### src/rtl/mbist_pkg.sv
package mbist_pkg;
  typedef enum logic [1:0] {
    ST_WAIT = 2'd0,
    ST_UP   = 2'd1,
    ST_DOWN = 2'd2,
    ST_FIN  = 2'd3
  } seq_state_t;
endpackage

### src/rtl/mbist_wait_timer.sv
module mbist_wait_timer #(
  parameter int HOLD_CYCLES = 500,
  localparam int CW = $clog2(HOLD_CYCLES + 1)
) (
  input  logic clk,
  input  logic rst,
  input  logic cnt_en,
  output logic expired
);
  localparam logic [CW-1:0] LIMIT = CW'(HOLD_CYCLES - 1);

  logic [CW-1:0] tick_q;

  // saturates at LIMIT while enabled; cleared whenever enable drops
  always_ff @(posedge clk) begin
    if (rst || !cnt_en) tick_q <= '0;
    else if (tick_q != LIMIT) tick_q <= tick_q + 1'b1;
  end

  assign expired = cnt_en && (tick_q == LIMIT);

  assert_clear_when_idle_R3: assert property (@(posedge clk) disable iff (rst)
    !cnt_en |=> (tick_q == '0));

  assert_no_overflow_R2: assert property (@(posedge clk) disable iff (rst)
    tick_q <= LIMIT);
endmodule

### src/rtl/mbist_addr_gen.sv
module mbist_addr_gen
  import mbist_pkg::*;
#(
  parameter int ADDR_TOP = 1000,
  localparam int AW = $clog2(ADDR_TOP + 1)
) (
  input  logic          clk,
  input  logic          rst,
  input  seq_state_t    state,
  output logic [AW-1:0] addr,
  output logic          at_top,
  output logic          at_zero
);
  localparam logic [AW-1:0] TOP = AW'(ADDR_TOP);

  logic [AW-1:0] addr_q;

  assign at_top  = (addr_q == TOP);
  assign at_zero = (addr_q == '0);

  always_ff @(posedge clk) begin
    if (rst) addr_q <= '0;
    else begin
      unique case (state)
        ST_UP:   addr_q <= at_top ? addr_q - 1'b1 : addr_q + 1'b1;
        ST_DOWN: addr_q <= at_zero ? '0 : addr_q - 1'b1;
        default: addr_q <= '0;
      endcase
    end
  end

  assign addr = addr_q;

  assert_step_up_R5: assert property (@(posedge clk) disable iff (rst)
    (state == ST_UP && !at_top) |=> (addr_q == $past(addr_q) + 1'b1));

  assert_step_down_R6: assert property (@(posedge clk) disable iff (rst)
    (state == ST_DOWN && !at_zero) |=> (addr_q == $past(addr_q) - 1'b1));

  assert_wait_zero_R2: assert property (@(posedge clk) disable iff (rst)
    (state == ST_WAIT) |=> (addr_q == '0) || $past(state == ST_UP));
endmodule

### src/rtl/mbist_seq_fsm.sv
module mbist_seq_fsm
  import mbist_pkg::*;
(
  input  logic       clk,
  input  logic       rst,
  input  logic       start_ok,
  input  logic       expired,
  input  logic       at_top,
  input  logic       at_zero,
  output seq_state_t state,
  output logic       cnt_en,
  output logic       phase_up,
  output logic       busy,
  output logic       sweep_done
);
  seq_state_t state_q, state_d;
  logic up_q, busy_q, done_q;

  // state register
  always_ff @(posedge clk) begin
    if (rst) state_q <= ST_WAIT;
    else     state_q <= state_d;
  end

  // next-state logic
  always_comb begin
    state_d = seq_state_t'('x);
    unique case (state_q)
      ST_WAIT: state_d = (expired && start_ok) ? ST_UP : ST_WAIT;
      ST_UP:   state_d = at_top ? ST_DOWN : ST_UP;
      ST_DOWN: state_d = at_zero ? ST_FIN : ST_DOWN;
      ST_FIN:  state_d = ST_FIN;
      default: state_d = seq_state_t'('x);
    endcase
  end

  // registered outputs, aligned with the state they belong to
  always_ff @(posedge clk) begin
    if (rst) begin
      up_q   <= 1'b0;
      busy_q <= 1'b0;
      done_q <= 1'b0;
    end else begin
      up_q   <= (state_d == ST_UP);
      busy_q <= (state_d == ST_UP) || (state_d == ST_DOWN);
      done_q <= (state_d == ST_FIN) && (state_q != ST_FIN);
    end
  end

  assign state      = state_q;
  assign cnt_en     = (state_q == ST_WAIT);
  assign phase_up   = up_q;
  assign busy       = busy_q;
  assign sweep_done = done_q;

  assert_permit_gate_R4: assert property (@(posedge clk) disable iff (rst)
    (state_q == ST_WAIT && !start_ok) |=> (state_q == ST_WAIT));

  assert_fin_sticky_R7: assert property (@(posedge clk) disable iff (rst)
    (state_q == ST_FIN) |=> (state_q == ST_FIN));

  assert_done_single_R7: assert property (@(posedge clk) disable iff (rst)
    sweep_done |=> !sweep_done);

  assert_phase_in_busy_R5: assert property (@(posedge clk) disable iff (rst)
    phase_up |-> busy);
endmodule

### src/rtl/mbist_sweep_seq.sv
module mbist_sweep_seq
  import mbist_pkg::*;
#(
  parameter int HOLD_CYCLES = 500,
  parameter int ADDR_TOP    = 1000,
  localparam int ADDR_W     = $clog2(ADDR_TOP + 1)
) (
  input  logic              clk,
  input  logic              rst,
  input  logic              start_ok,
  output logic [ADDR_W-1:0] addr,
  output logic              phase_up,
  output logic              busy,
  output logic              sweep_done
);
  seq_state_t state;
  logic cnt_en, expired, at_top, at_zero;

  mbist_wait_timer #(.HOLD_CYCLES(HOLD_CYCLES)) u_timer (
    .clk(clk), .rst(rst), .cnt_en(cnt_en), .expired(expired)
  );

  mbist_seq_fsm u_fsm (
    .clk(clk), .rst(rst), .start_ok(start_ok), .expired(expired),
    .at_top(at_top), .at_zero(at_zero), .state(state), .cnt_en(cnt_en),
    .phase_up(phase_up), .busy(busy), .sweep_done(sweep_done)
  );

  mbist_addr_gen #(.ADDR_TOP(ADDR_TOP)) u_addr (
    .clk(clk), .rst(rst), .state(state), .addr(addr),
    .at_top(at_top), .at_zero(at_zero)
  );

  assert_reset_clean_R8: assert property (@(posedge clk)
    rst |=> (addr == '0 && !busy && !phase_up && !sweep_done));
endmodule

### config.mk
export PLATFORM = sky130hd
export DESIGN_NAME = mbist_sweep_seq
export DESIGN_NICKNAME = d
export VERILOG_FILES = /design/src/rtl/mbist_pkg.sv /design/src/rtl/mbist_wait_timer.sv /design/src/rtl/mbist_addr_gen.sv /design/src/rtl/mbist_seq_fsm.sv /design/src/rtl/mbist_sweep_seq.sv
export SDC_FILE = /design/constraint.sdc
export NUM_CORES = 1
export LEC_CHECK = 0
export ABC_CLOCK_PERIOD_IN_PS = 2290
export BUFFER_PORTS_ARGS = -buffer_cell sky130_fd_sc_hd__clkbuf_2
export CAP_MARGIN = 20
export CORE_ASPECT_RATIO = 0.9
export CORE_UTILIZATION = 45
export CTS_CLUSTER_SIZE = 25
export DETAILED_ROUTE_END_ITERATION = 16
export GPL_TIMING_DRIVEN = 0
export PLACE_DENSITY_LB_ADDON = 0.12
export SETUP_SLACK_MARGIN = 0.1
export SYNTH_ARGS = -nofsm -noshare
export SYNTH_HDL_FRONTEND = slang
export SYNTH_HIERARCHICAL = 1
export SYNTH_SLANG_ARGS = --single-unit
### constraint.sdc
create_clock -name clk -period 2.29 [get_ports clk]
set_clock_uncertainty 0.15 [all_clocks]
set_input_delay 0.229 -clock clk [delete_from_list [all_inputs] [get_ports clk]]
set_output_delay 0.229 -clock clk [all_outputs]
set_load 0.05 [all_outputs]
==> metrics.txt <==
status completed; power per cell area 358 nW/um^2; crit path cell chain inv_2 -> ha_4 -> or4b_4 -> buf_6 -> o31a_1 -> buf_6 -> a221oi_2 -> a311oi_1; synthesized cell area 1460 um^2; cell count after synthesis 173; launch point of the worst reg-to-reg path u_addr/addr[1]$_SDFF_PP0_; Max-Cap Viols 0; fmax 0.461 GHz; crit share post-route 94.8%; Crit Path Class reg -> reg; switch share 22.7%; most frequent cell on the critical path buf_6; number of global-route vias before repair 1272; clk root buf clkbuf_4; DRT Wirelength 3430 um; vias 1379; Sequential Power Share 66.3%; Yosys warnings 6; Area contributors post-synth dfxtp_1 33%, ha_1 6.0%, o21ai_0 5.1%, a21oi_1 3.4%, nor3_1 3.4%; WHS Path Cells 2; gpl congestion 0.850; CTS tree done; Comb power frac 2.7%; P_sw 146 uW; CP max FO 5; worst reg2reg path endpoint u_addr/addr[4]$_SDFF_PP0_; crit path DAT 2.23 ns; initial antenna violation count 0; num ports 16; ANT cells 0; Slowest cell on crit path or4b_4; drt pass-1 iters 4; Synthesized Nets 183; sequential element share of the synthesized area 32.9%; relative slew slack 64.5%; clock power share 31.0%; Cell variety after synth 55; initial DRC count 86; placed insts 230; WHS 0.0285 ns; Final Non-Filler Cells 244; Die Ht 56.0 um; setup TNS 0 ns; crit-path max cell delay 0.49 ns; min-delay worst type in -> reg; port bufs 15; Worst Setup Start Kind register; leading area contributor after synthesis dfxtp_1; largest net degree at the start of global routing 14; post-synth top area share 32.9%; Slew Limit Fails 0; Layout area overhead 22.9%; Worst Tran Pin Value 0.533 ns; routed len/inst 14.0 um; critical path endpoint category register; Die W 62.0 um; DRT antenna net count 0; FF+latch count, synth 24; Clock Latency Late Sink 0.31 ns; Post-synth ARST share 0%; CP endpoint u_addr/addr[4]$_SDFF_PP0_; Post-Syn Area per Cell 8.44 um^2; aggregate global-route resource usage 22.1%; Pint 496 uW; EDFF count, synth 0; Pleak 0.000680 uW; Worst VDD drop 0.277 mV; starting density of the core 47.6%; Worst Setup SP u_addr/addr[1]$_SDFF_PP0_; reg2reg path depth 8; minimum clock period 2.17 ns; die area 3480 um^2; first-pass GRT wire length 5890 um; row cnt 19; Clock transition at path regs 0.13 ns; final setup violation count 0; Core ar. 3070 um^2; DRC 0; grt total ovfl 0; htree depth 1; Fin. Hold Viols 0; via/cell ratio 5.65; Inserted Clock Buffers 3; reg-to-reg setup timing slack 0.12 ns; CP required 2.35 ns; detailed placement HPWL 2240 um; RSZ-0062 raised after global routing yes; worst-case clock buffer depth 2; CTS sink count 24; overall power 642 uW; final design utilization 58.5%; top_reg_cell synth dfxtp_1; fraction of layout cells with a size suffix above 1 34.7%; Final nets 213
[cell usage in the layout, fill, tap and decap left out, types with 2 or more instances in the layout]
| cell | synthesis | final |
|---|---|---|
| dfxtp_4 | 0 | 2 |
| nor2_1 | 12 | 11 |
| o21ai_0 | 15 | 15 |
| o31a_1 | 2 | 2 |
| nor3_2 | 0 | 2 |
| ha_1 | 7 | 5 |
| a211oi_2 | 1 | 3 |
| dfxtp_2 | 0 | 7 |
| nand3_1 | 6 | 6 |
| nor3_1 | 10 | 7 |
| nand3b_1 | 3 | 3 |
| xor2_1 | 2 | 2 |
| nand4_1 | 3 | 3 |
| clkbuf_1 | 3 | 3 |
| dfxtp_1 | 24 | 15 |
| inv_2 | 0 | 2 |
| or3_1 | 5 | 5 |
| clkbuf_4 | 0 | 3 |
| nor2b_1 | 4 | 3 |
| inv_1 | 11 | 9 |
| clkbuf_2 | 1 | 16 |
| a211oi_1 | 5 | 3 |
| nand2_1 | 7 | 7 |
| nand2b_1 | 2 | 2 |
| buf_4 | 1 | 11 |
| o31ai_1 | 2 | 2 |
| a311oi_1 | 3 | 3 |
| a21oi_2 | 0 | 2 |
| buf_6 | 2 | 4 |
| a21oi_1 | 10 | 8 |
[power groups by stage]
| stage | combinational [uW] | sequential [uW] | clock, uW |
|---|---|---|---|
| floorplan | 11.4 | 433 | 0 |
| detailed placement | 17.3 | 434 | 0 |
| CTS | 17.5 | 425 | 211 |
| global placement | 16.8 | 434 | 0 |
| global route | 20.8 | 427 | 224 |
| finish | 17.2 | 425 | 199 |
[registers in the layout, summed over array words and instances (netlist names)]
signal / count
u_fsm/phase_up: 1
u_fsm/busy: 1
u_timer/tick_q: 9
u_fsm/sweep_done: 1
u_addr/addr: 10
u_fsm/state: 2
[worst max-delay path: cells and delay by family, from the launching register on]
family                     cells  cell delay, ns
AOI/OAI and AO/OA              3            0.58
adders and majority gates      1            0.12
DFF                            1            0.37
and+or+nand+nor                1            0.49
buffers and inverters          3            0.35
[through the flow]
step | setup WS, ns | area (um^2)
6_report | 0.119 | 1790
2_1_floorplan | 0.0916 | 1480
3_3_place_gp | -0.0124 | 1610
5_1_grt | 0.0751 | 1790
4_1_cts | 0.0962 | 1750
3_5_place_dp | -0.0833 | 1610
[metal layers]
metal	GRT usage [%]	vias to the layer above	wire [um]
li1	-	696	-
met1	33.5	646	1660
met5	0	-	0
met4	4.76	0	17
met2	31.9	35	1610
met3	4.42	2	132
[cells by family (layout without fill, tap and decap cells)]
group | Yosys count | count (layout) | share of synthesized area (%)
AND/OR/NAND/NOR | 67 | 67 | 26.9
AO/OA/AOI/OAI | 50 | 50 | 23.7
flip-flops | 24 | 24 | 32.9
buffers and inverters | 21 | 50 | 7.97
adder cells (fa/ha/maj) | 7 | 7 | 6.00
XOR/XNOR | 3 | 3 | 1.80
multiplexers | 1 | 1 | 0.686
[area by class of cell]
cell class              count  area [um^2]
plain buffers               9         77.6
clock buffers               4         26.3
fillers                   296         1270
inverters                  11         41.3
multi-input cells         128          938
flip-flops and latches     24          497
well taps                  42         52.6
repair buffers             26          161
[how the worst min path moves through the flow]
| stage | from | end | slack, ns |
|---|---|---|---|
| global route | rst | u_fsm/busy$_SDFF_PP0_ | 0.04 |
| CTS | rst | u_fsm/busy$_SDFF_PP0_ | 0.02 |
| floorplan | rst | u_fsm/state[0]$_SDFF_PP0_ | 0.14 |
| finish | rst | u_fsm/busy$_SDFF_PP0_ | 0.03 |
| global placement | u_addr/addr[0]$_SDFF_PP0_ | u_addr/addr[0]$_SDFF_PP0_ | 0.29 |
| detailed placement | u_addr/addr[0]$_SDFF_PP0_ | u_addr/addr[0]$_SDFF_PP0_ | 0.30 |
[Yosys cell counts, types with 2 or more instances]
cell type / instances
a211oi_1: 5
a21oi_1: 10
a22oi_1: 2
a311oi_1: 3
buf_6: 2
clkbuf_1: 3
dfxtp_1: 24
ha_1: 7
inv_1: 11
nand2_1: 7
nand2b_1: 2
nand3_1: 6
nand3b_1: 3
nand4_1: 3
nor2_1: 12
nor2b_1: 4
nor3_1: 10
o21ai_0: 15
o31a_1: 2
o31ai_1: 2
or3_1: 5
xor2_1: 2
[what timing repair did]
action	4_1_cts	5_1_grt
gates cloned	1	0
hold buffers	0	0
pin swaps	8	2
gates resized for setup	11	15
setup buffers	9	1
setup endpoints to repair	3	10
(Power assumes the default switching activity.)
